<file path="src/rtl/fsr_pkg.sv">
package fsr_pkg;

    typedef enum logic [2:0] {
        ST_IDLE,
        ST_SETUP,
        ST_ADDR,
        ST_STROBE,
        ST_RELEASE,
        ST_TAIL,
        ST_CLOSE
    } fsr_state_e;

    typedef struct packed {
        logic sel_n;
        logic load;
        logic strobe;
        logic pgm_n;
    } fsr_pins_t;

endpackage

</file>
<file path="src/rtl/fsr_seq.sv">
module fsr_seq
    import fsr_pkg::*;
#(
    parameter int CYCLES_PER_US = 200,
    parameter int AW            = 10,
    parameter int DW            = 8,
    parameter int BOOT_BYTES    = 32,
    localparam int CW           = $clog2(2 * CYCLES_PER_US),
    localparam int LW           = $clog2(BOOT_BYTES + 1),
    localparam int IW           = $clog2(BOOT_BYTES)
) (
    input  logic          clk,
    input  logic          rst_n,
    input  logic          req_valid,
    input  logic [AW-1:0] req_addr,
    output logic          req_ack,
    output logic [DW-1:0] req_data,
    output logic          shadow_valid,
    output logic          sh_we,
    output logic [IW-1:0] sh_idx,
    output logic [DW-1:0] sh_wdata,
    output fsr_pins_t     pins,
    output logic [AW-1:0] fuse_addr,
    input  logic [DW-1:0] fuse_dout
);

    localparam logic [CW-1:0] T_2US = CW'(2 * CYCLES_PER_US - 1);
    localparam logic [CW-1:0] T_1US = CW'(CYCLES_PER_US - 1);

    typedef struct packed {
        fsr_state_e    state;
        logic [CW-1:0] cnt;
        logic [AW-1:0] addr;
        logic [LW-1:0] left;
        logic          boot;
        logic          valid;
        logic          ack;
        logic [DW-1:0] rdata;
        logic          we;
        logic [IW-1:0] idx;
        logic [DW-1:0] wdata;
    } seq_t;

    seq_t q, d;
    logic tdone;

    assign tdone = (q.cnt == '0);

    always_comb begin
        d      = q;
        d.ack  = 1'b0;
        d.we   = 1'b0;
        if (q.state != ST_IDLE && !tdone) begin
            d.cnt = q.cnt - CW'(1);
        end
        unique case (q.state)
            ST_IDLE: begin
                if (!q.valid) begin
                    d.state = ST_SETUP;
                    d.cnt   = T_2US;
                    d.addr  = '0;
                    d.left  = LW'(BOOT_BYTES);
                    d.boot  = 1'b1;
                end else if (req_valid) begin
                    d.state = ST_SETUP;
                    d.cnt   = T_2US;
                    d.addr  = req_addr;
                    d.left  = LW'(1);
                    d.boot  = 1'b0;
                end
            end
            ST_SETUP: if (tdone) begin
                d.state = ST_ADDR;
                d.cnt   = T_2US;
            end
            ST_ADDR: if (tdone) begin
                d.state = ST_STROBE;
                d.cnt   = T_2US;
            end
            ST_STROBE: if (tdone) begin
                d.state = ST_RELEASE;
                d.cnt   = T_2US;
                if (q.boot) begin
                    d.we    = 1'b1;
                    d.idx   = q.addr[IW-1:0];
                    d.wdata = fuse_dout;
                end else begin
                    d.rdata = fuse_dout;
                end
            end
            ST_RELEASE: if (tdone) begin
                d.cnt = T_2US;
                if (q.left == LW'(1)) begin
                    d.state = ST_TAIL;
                end else begin
                    d.state = ST_ADDR;
                    d.left  = q.left - LW'(1);
                    d.addr  = q.addr + AW'(1);
                end
            end
            ST_TAIL: if (tdone) begin
                d.state = ST_CLOSE;
                d.cnt   = T_1US;
            end
            ST_CLOSE: if (tdone) begin
                d.state = ST_IDLE;
                if (q.boot) begin
                    d.valid = 1'b1;
                    d.boot  = 1'b0;
                end else begin
                    d.ack = 1'b1;
                end
            end
            default: d.state = ST_IDLE;
        endcase
    end

    always_ff @(posedge clk or negedge rst_n) begin
        if (!rst_n) begin
            q <= '{state: ST_IDLE, default: '0};
        end else begin
            q <= d;
        end
    end

    always_comb begin
        pins.sel_n  = (q.state == ST_IDLE) || (q.state == ST_CLOSE);
        pins.load   = !pins.sel_n;
        pins.strobe = (q.state == ST_STROBE);
        pins.pgm_n  = 1'b1;
        fuse_addr   = (q.state == ST_ADDR || q.state == ST_STROBE ||
                       q.state == ST_RELEASE) ? q.addr : '0;
    end

    assign req_ack      = q.ack;
    assign req_data     = q.rdata;
    assign shadow_valid = q.valid;
    assign sh_we        = q.we;
    assign sh_idx       = q.idx;
    assign sh_wdata     = q.wdata;

    assert_strobe_in_session_R2: assert property (@(posedge clk) disable iff (!rst_n)
        pins.strobe |-> (!pins.sel_n && pins.load));

    assert_addr_stable_strobe_R3: assert property (@(posedge clk) disable iff (!rst_n)
        (pins.strobe && $past(pins.strobe)) |-> $stable(fuse_addr));

    assert_valid_sticky_R5: assert property (@(posedge clk) disable iff (!rst_n)
        shadow_valid |=> shadow_valid);

    assert_ack_pulse_R8: assert property (@(posedge clk) disable iff (!rst_n)
        req_ack |=> !req_ack);

    assert_ack_after_boot_R9: assert property (@(posedge clk) disable iff (!rst_n)
        req_ack |-> shadow_valid);

    assert_shadow_write_boot_R5: assert property (@(posedge clk) disable iff (!rst_n)
        sh_we |-> !shadow_valid);

endmodule

</file>
<file path="src/rtl/fsr_shadow.sv">
module fsr_shadow #(
    parameter int DW         = 8,
    parameter int BYTES      = 32,
    parameter int VER_IDX    = 4,
    parameter int VER_MASKB  = 3,
    parameter int LEAK_BASE  = 23,
    parameter int LEAK_CH    = 3,
    localparam int IW        = $clog2(BYTES),
    localparam int SW        = $clog2(LEAK_CH + 1)
) (
    input  logic          clk,
    input  logic          rst_n,
    input  logic          we,
    input  logic [IW-1:0] idx,
    input  logic [DW-1:0] wdata,
    input  logic [SW-1:0] leak_sel,
    output logic [DW-1:0] version,
    output logic [DW-1:0] leak_trim
);

    logic [DW-1:0] mem_q [BYTES];
    logic [DW-1:0] mem_d [BYTES];

    always_comb begin
        for (int i = 0; i < BYTES; i++) begin
            mem_d[i] = mem_q[i];
        end
        if (we) begin
            mem_d[idx] = wdata;
        end
    end

    always_ff @(posedge clk or negedge rst_n) begin
        if (!rst_n) begin
            for (int i = 0; i < BYTES; i++) begin
                mem_q[i] <= '0;
            end
        end else begin
            for (int i = 0; i < BYTES; i++) begin
                mem_q[i] <= mem_d[i];
            end
        end
    end

    logic [DW-1:0] leak_vec [LEAK_CH];

    for (genvar c = 0; c < LEAK_CH; c++) begin : g_leak
        assign leak_vec[c] = mem_q[LEAK_BASE + c];
    end

    always_comb begin
        version            = mem_q[VER_IDX];
        version[VER_MASKB] = 1'b0;
        leak_trim          = '0;
        for (int c = 0; c < LEAK_CH; c++) begin
            if (int'(leak_sel) == c) begin
                leak_trim = leak_vec[c];
            end
        end
    end

endmodule

</file>
<file path="src/rtl/fuse_shadow_reader.sv">
module fuse_shadow_reader
    import fsr_pkg::*;
#(
    parameter int CYCLES_PER_US = 200,
    parameter int AW            = 10,
    parameter int DW            = 8,
    parameter int SHADOW_BYTES  = 32,
    parameter int LEAK_CH       = 3,
    localparam int IW           = $clog2(SHADOW_BYTES),
    localparam int SW           = $clog2(LEAK_CH + 1)
) (
    input  logic          clk,
    input  logic          rst_n,
    input  logic          req_valid,
    input  logic [AW-1:0] req_addr,
    output logic          req_ack,
    output logic [DW-1:0] req_data,
    output logic          shadow_valid,
    output logic [DW-1:0] version,
    input  logic [SW-1:0] leak_sel,
    output logic [DW-1:0] leak_trim,
    output logic          fuse_sel_n,
    output logic          fuse_load,
    output logic          fuse_strobe,
    output logic          fuse_pgm_n,
    output logic [AW-1:0] fuse_addr,
    input  logic [DW-1:0] fuse_dout
);

    fsr_pins_t     pins;
    logic          sh_we;
    logic [IW-1:0] sh_idx;
    logic [DW-1:0] sh_wdata;

    fsr_seq #(
        .CYCLES_PER_US(CYCLES_PER_US),
        .AW(AW),
        .DW(DW),
        .BOOT_BYTES(SHADOW_BYTES)
    ) u_seq (
        .clk(clk),
        .rst_n(rst_n),
        .req_valid(req_valid),
        .req_addr(req_addr),
        .req_ack(req_ack),
        .req_data(req_data),
        .shadow_valid(shadow_valid),
        .sh_we(sh_we),
        .sh_idx(sh_idx),
        .sh_wdata(sh_wdata),
        .pins(pins),
        .fuse_addr(fuse_addr),
        .fuse_dout(fuse_dout)
    );

    fsr_shadow #(
        .DW(DW),
        .BYTES(SHADOW_BYTES),
        .LEAK_CH(LEAK_CH)
    ) u_shadow (
        .clk(clk),
        .rst_n(rst_n),
        .we(sh_we),
        .idx(sh_idx),
        .wdata(sh_wdata),
        .leak_sel(leak_sel),
        .version(version),
        .leak_trim(leak_trim)
    );

    assign fuse_sel_n  = pins.sel_n;
    assign fuse_load   = pins.load;
    assign fuse_strobe = pins.strobe;
    assign fuse_pgm_n  = pins.pgm_n;

endmodule

</file>
<file path="config.mk">
export PLATFORM = sky130hd
export DESIGN_NAME = fuse_shadow_reader
export DESIGN_NICKNAME = d
export VERILOG_FILES = /design/src/rtl/fsr_pkg.sv /design/src/rtl/fsr_seq.sv /design/src/rtl/fsr_shadow.sv /design/src/rtl/fuse_shadow_reader.sv
export SDC_FILE = /design/constraint.sdc
export NUM_CORES = 1
export LEC_CHECK = 0
export BUFFER_PORTS_ARGS = -buffer_cell sky130_fd_sc_hd__clkbuf_2
export CORE_MARGIN = 3
export CORE_UTILIZATION = 45
export DETAILED_ROUTE_END_ITERATION = 7
export MAX_ROUTING_LAYER = met4
export PLACE_DENSITY = 0.75
export SYNTH_ARGS = -nofsm -noshare
export SYNTH_HDL_FRONTEND = slang
export SYNTH_SLANG_ARGS = --single-unit
</file>
<file path="constraint.sdc">
create_clock -name clk -period 2.99 [get_ports clk]
set_input_delay 0.598 -clock clk [delete_from_list [all_inputs] [get_ports clk]]
set_output_delay 0.598 -clock clk [all_outputs]
set_load 0.1 [all_outputs]
</file>
==> results of run 1 <==
synth_stat cells, types with 3 or more instances:
cell | instances | area (µm²)
a21oi_1 | 8 | 40.0
a22o_1 | 4 | 35.0
a22oi_1 | 7 | 52.6
a31oi_1 | 3 | 18.8
and3_1 | 3 | 18.8
buf_2 | 5 | 25.0
buf_4 | 12 | 90.1
clkbuf_1 | 8 | 30.0
dfrtp_1 | 84 | 2100
ha_1 | 5 | 62.6
inv_1 | 16 | 60.1
mux2_2 | 46 | 518
mux2_4 | 10 | 150
mux2i_1 | 9 | 90.1
nand2_1 | 19 | 71.3
nand3_1 | 11 | 55.1
nand4b_1 | 3 | 26.3
nor2_1 | 20 | 75.1
nor2b_1 | 10 | 62.6
nor3_1 | 10 | 50.1
nor4_1 | 3 | 18.8
o21ai_0 | 18 | 90.1
o22ai_1 | 9 | 56.3
o2bb2ai_1 | 10 | 87.6
or3_1 | 4 | 25.0
or4_1 | 4 | 30.0
routing by layer:
layer / part of all wire, % / wire (µm)
met4: 1.2 / 111
met3: 4.2 / 383
met1: 47 / 4310
met5: 0 / 0
met2: 48 / 4420
power by group:
part | internal (W) | leakage [nW] | switching [W]
Combinational | 0.0000235 | 1.11 | 0.0000482
Sequential | 0.00114 | 1.08 | 0.00000744
Clock | 0.000415 | 0.103 | 0.000426
registers in the layout, indices dropped and copies added, names as in the netlist:
register            count
u_seq.sh_wdata          8
u_seq.shadow_valid      1
u_seq.req_ack           1
u_seq.sh_we             1
u_seq.q                29
u_shadow.version        7
u_seq.sh_idx            5
u_shadow.leak_vec      24
u_seq.req_data          8
logic make-up after synthesis:
family,synth area share [%]
other,0.175
flip-flops,48.9
buffers and inverters,5.29
AO/OA/AOI/OAI,12.7
AND/OR/NAND/NOR,13.2
multiplexers,17.6
adder cells (fa/ha/maj),1.69
XOR/XNOR,0.407
area by class of cell:
class / count / area share, %
timing repair buffer: 72 / 8.19
multi-input combinational: 255 / 40.7
clock buffer: 10 / 2.78
tap: 129 / 3.26
inverter: 16 / 1.21
clock inverter: 6 / 1.39
sequential: 84 / 42.5
worst max-delay path by stage:
stage	from	endpoint	slack (ps)	cells past startpoint
2_1_floorplan	u_seq.q[52]$_DFFE_PN0P_	fuse_addr[0]	-120	4
3_3_place_gp	leak_sel[1]	leak_trim[3]	460	5
3_5_place_dp	leak_sel[1]	leak_trim[2]	350	5
4_1_cts	u_seq.q[52]$_DFFE_PN0P_	fuse_addr[2]	240	6
5_1_grt	u_seq.q[52]$_DFFE_PN0P_	fuse_addr[7]	100	6
6_report	u_seq.q[52]$_DFFE_PN0P_	fuse_addr[1]	260	6
per-stage QoR:
step,hold WS (ps),instances,utilization (%)
final,213,572,53.3
after global routing,233,572,53.3
after CTS,222,572,53.3
after detailed placement,488,556,51.1
after global placement,474,556,51.1
after floorplan,302,382,-
==> results.yml, run 1 <==
status:
  status: "complete, no violations"
timing:
  tns_ps: 0
  finClkSkew_ps: 10.4
  max_freq_mhz: 366
  hold_viol: 0
  layout_worst_path_cycle_share_pct: 91.4
  relSlewSlack_pct: 50.4
  final_max_slew_viol_count: 0
  rsz0062_at_grt: "false"
  finalSetupViolations: 0
  worst_slack_ps: 258
  max_slew.worst_pin.slew_ps: 740
  post-route-min-period_ps: 2730
clock_tree:
  clk_pin_slew_worst_paths_ps: 90
  cts_resized: 0
  clk-insertion-delay-late_ps: 350
  hold_buffers: 0
  post_cts_buffers: 0
  numCtsBuffers: 9
  cts_tree: "done"
  htree_levels: 3
  clock_tree.root_cell: "clkbuf_8"
  clk_path_buf_depth: 2
  cts_sinks: 84
final_layout:
  n_fill_cell: 831
  antenna_cells: 0
  final_common_cell: "dfrtp_1"
  fin_area_mm2: 0.00495
  fin_nets: 466
  ff_latch_area_mm2: 0.00210
  syn_to_final_growth_pct: 15.0
  final_cell_mix: "84 x dfrtp_1, 59 x clkbuf_2, 46 x mux2_2"
  drive_gt1_share_pct: 36.1
  multi_input_area_mm2: 0.00201
power_and_ir_drop:
  max-vdd-ir-drop_mv: 0.258
  p_total_w: 0.00206
  cellPowerDensity_mw_per_mm2: 416
  power_leakage_nw: 2.30
worst_setup_path:
  crit_fanout: 13
  cp_top_family: "buffers and inverters"
  cpMaxStageDelayCell: "dfrtp_1"
  cp.required_ps: 2390
  crit_path_frequent_cell: "buf_4"
  rrSetupSlack_ps: 530
  crit_buf_inv: 3
  cpPeakStageDelay_ps: 580
  critPathKind: "reg2out"
  start_kind: "register"
  reg2reg_depth: 7
  r2r-end: "u_seq.req_data[3]$_DFFE_PN0P_"
  rr_startpoint: "u_seq.q[41]$_DFF_PN0_"
  setup.worst_path.end_class: "output pin"
  crit_chain: "nor3b_1 > buf_4 > nor2_1 > buf_4 > nor2b_1 > clkbuf_2"
  cp.arrival_ps: 2130
placed_design:
  numPortBuffers: 60
  preCtsSetupSlack_ps: 347
  dp_hpwl_um: 6600
  gp_congestion: 0.877
  place_area_mm2: 0.00474
global_routing:
  grtUsageMet3_pct: 3.30
  grt_pass1_vias: 3274
  grt_util_all_layers_pct: 19.0
  antenna_found_initial: 0
  grt_pass1_wl_um: 16400
  grt_use_met1_pct: 25.8
  grt-busiest-layer: "met2"
  grt-ovfl-total: 0
  grt_max_degree: 47
  met2_usage_pct: 29.1
drt:
  num_vias: 3163
  avgViaCountPerCell: 5.53
  wl_per_cell_um: 16.1
  drt_pass1_iterations: 5
  wl_um: 9230
  drc: 0
  drt_iter0_markers: 221
  ant_nets: 0
yosys:
  syn_area_mm2: 0.00430
  ys.flop_type: "dfrtp_1"
  ys_seq_area_share_pct: 48.9
  ys_async_sr_fraction_pct: 100
  syn_nets: 410
  yosysWarnings: 0
  ys_seq_elements: 84
  synth_edf_count: 0
  avgSynthCellArea_um2: 11.3
  ys_types: 57
  syn_inst: 382
floorplanning:
  die_y_um: 104
  io_pins: 63
  rows: 35
  die_area_mm2: 0.0108
  fp.coreArea_mm2: 0.00928
  initial_core_util_pct: 46.3
  die_x_um: 104
job:
  max-cap-violations: 0
min_path:
  worstHoldPathType: "in2async"
(Power assumes the default switching activity.)
==> run 2, diff against run 1 <==
--- a/config.mk
+++ b/config.mk
@@ -6,8 +6,8 @@
 export NUM_CORES = 1
 export LEC_CHECK = 0
 export BUFFER_PORTS_ARGS = -buffer_cell sky130_fd_sc_hd__clkbuf_2
-export CORE_MARGIN = 3
 export CORE_UTILIZATION = 45
+export CTS_BUF_LIST = sky130_fd_sc_hd__clkbuf_4 sky130_fd_sc_hd__clkbuf_8
 export DETAILED_ROUTE_END_ITERATION = 7
 export MAX_ROUTING_LAYER = met4
 export PLACE_DENSITY = 0.75
==> run 2 against run 1 <==
  * Clock power is 4.2% higher
  * Maximum frequency is 2.5% lower
  * Critical path depth is 1 lower
  * Critical endpoint is now fuse_addr[0]
  * Non-clock buffer count is 2 lower
  * Setup slack worse by 69 ps
  * Global-route usage is 1.2 points higher
  * Routed wire length is 0.72% lower
  * Register-to-register slack worse by 70 ps
  * Flip-flop and latch count stayed put
  * Core utilization hardly changed
  * Worst hold slack better by 200 ps
  * Final cell count is 0.35% lower
==> results.yml, run 2 (same netlist as run 1, synthesis figures left out) <==
status:
  status: "complete, no violations"
placed_design:
  numPortBuffers: 60
  dp_hpwl_um: 6440
  dp_cells: 554
  gp_congestion: 0.891
  preCtsSetupSlack_ps: 404
drt:
  ant_nets: 0
  avgViaCountPerCell: 5.59
  drt_iter0_markers: 124
  drt_pass1_iterations: 4
  drc: 0
  wl_per_cell_um: 16.1
  num_vias: 3188
  wl_um: 9160
min_path:
  worstHoldPathType: "in2async"
worst_setup_path:
  crit_buf_inv: 2
  reg2reg_depth: 4
  cpPeakStageDelay_ps: 630
  cpMaxStageDelayCell: "dfrtp_1"
  cp_top_family: "buffers and inverters"
  cp.arrival_ps: 2200
  critPathKind: "reg2out"
  cp.required_ps: 2390
  crit_start: "u_seq.q[51]$_DFFE_PN0P_"
  crit_fanout: 16
  crit_chain: "nor2b_1 > nor2_1 > buf_4 > nor2b_1 > clkbuf_2"
  endpoint: "fuse_addr[0]"
  start_kind: "register"
  crit_cells: 5
  rrSetupSlack_ps: 460
  r2r-end: "u_seq.req_data[7]$_DFFE_PN0P_"
  rr_startpoint: "u_seq.q[43]$_DFF_PN0_"
  setup.worst_path.end_class: "output pin"
  crit_path_frequent_cell: "nor2b_1"
clock_tree:
  clk_pin_slew_worst_paths_ps: 100
  clk-insertion-delay-late_ps: 360
  cts_resized: 0
  clock_tree.root_cell: "clkbuf_8"
  htree_levels: 3
  hold_buffers: 0
  cts_tree: "done"
  post_cts_buffers: 0
  cts_sinks: 84
  clk_path_buf_depth: 2
  numCtsBuffers: 9
final_layout:
  antenna_cells: 0
  ff_latch_area_mm2: 0.00210
  syn_to_final_growth_pct: 14.6
  final_cell_mix: "84 x dfrtp_1, 59 x clkbuf_2, 46 x mux2_2"
  largest_reg_flops: 29
  n_fill_cell: 810
  fin_nets: 464
  drive_gt1_share_pct: 35.8
  final_common_cell: "dfrtp_1"
  layout.cells.non_filler: 570
  regMostFlops: "u_seq.q"
  multi_input_area_mm2: 0.00201
  final_core_util_pct: 53.4
floorplanning:
  io_pins: 63
  rows: 35
  initial_core_util_pct: 46.6
  die_x_um: 99.8
  die_y_um: 99.8
  fp.coreArea_mm2: 0.00924
  die_area_mm2: 0.00996
power_and_ir_drop:
  power_leakage_nw: 2.29
  swShare_pct: 24.1
  cellPowerDensity_mw_per_mm2: 424
  max-vdd-ir-drop_mv: 0.234
  internal_power_w: 0.00159
  pwr-share-clk_pct: 41.9
  pwr-share-seq_pct: 54.9
  p_sw_w: 0.000505
  combPwrFrac_pct: 3.2
timing:
  max_freq_mhz: 357
  layout_worst_path_cycle_share_pct: 93.7
  worst_slack_ps: 189
  rsz0062_at_grt: "false"
  max_slew.worst_pin.slew_ps: 1050
  final_max_slew_viol_count: 0
  relSlewSlack_pct: 30.1
  hold_viol: 0
  hold_ws_ps: 409
  finClkSkew_ps: 14.1
  finalSetupViolations: 0
  post-route-min-period_ps: 2800
global_routing:
  grt_util_all_layers_pct: 20.2
  grt_pass1_vias: 3088
  grt-ovfl-total: 0
  grt_max_degree: 85
  antenna_found_initial: 0
  grt_pass1_wl_um: 15400
job:
  max-cap-violations: 0
[run 2: changes by cell type in the layout (fill, tap and decap cells not counted)]
cell and delta:
inv_8 +1, inv_6 +1, buf_12 -1, clkinv_2 -1
buf_4 -1, clkinvlp_4 -1
[run 2: final cells by class]
class / count / share of cell area, %
inverters: 16 / 1.22
multi-input cells: 255 / 40.9
clock inverters: 6 / 1.55
clock buffers: 10 / 2.79
repair buffers: 70 / 7.66
flip-flops and latches: 84 / 42.6
well taps: 129 / 3.27
[run 2: power groups by stage]
stage,clock network (W),registers [W],logic (W)
floorplan,0,0.00117,0.0000281
global placement,0,0.00117,0.0000681
detailed placement,0,0.00117,0.0000691
CTS,0.000884,0.00115,0.0000692
global route,0.000948,0.00115,0.0000742
finish,0.000876,0.00115,0.0000673
[run 2: worst min path at each step]
stage	end	slack (ps)	cells after the start
6_report	u_shadow.leak_vec[2]$_DFFE_PN0P_	410	1
5_1_grt	u_seq.sh_wdata[7]$_DFFE_PN0P_	470	2
4_1_cts	u_shadow.version[1]$_DFFE_PN0P_	460	1
3_5_place_dp	u_seq.q[40]$_DFFE_PN0P_	480	1
3_3_place_gp	u_seq.q[40]$_DFFE_PN0P_	470	1
2_1_floorplan	u_seq.q[24]$_DFFE_PN0P_	300	0
[run 2: per-stage QoR]
stage	instance area [µm²]	TNS, ps	power, W
2_1_floorplan	4340	-968	0.00120
3_3_place_gp	4720	0	0.00124
3_5_place_dp	4720	0	0.00124
4_1_cts	4930	0	0.00210
5_1_grt	4930	0	0.00217
6_report	4930	0	0.00209
[run 2: per-layer routing]
layer	share of wire [%]	up-vias	global-route usage (%)
met5	0	-	-
li1	-	1492	-
met2	47	93	30.5
met4	0.93	0	5.88
met3	4.2	11	3.55
met1	48	1592	28.1
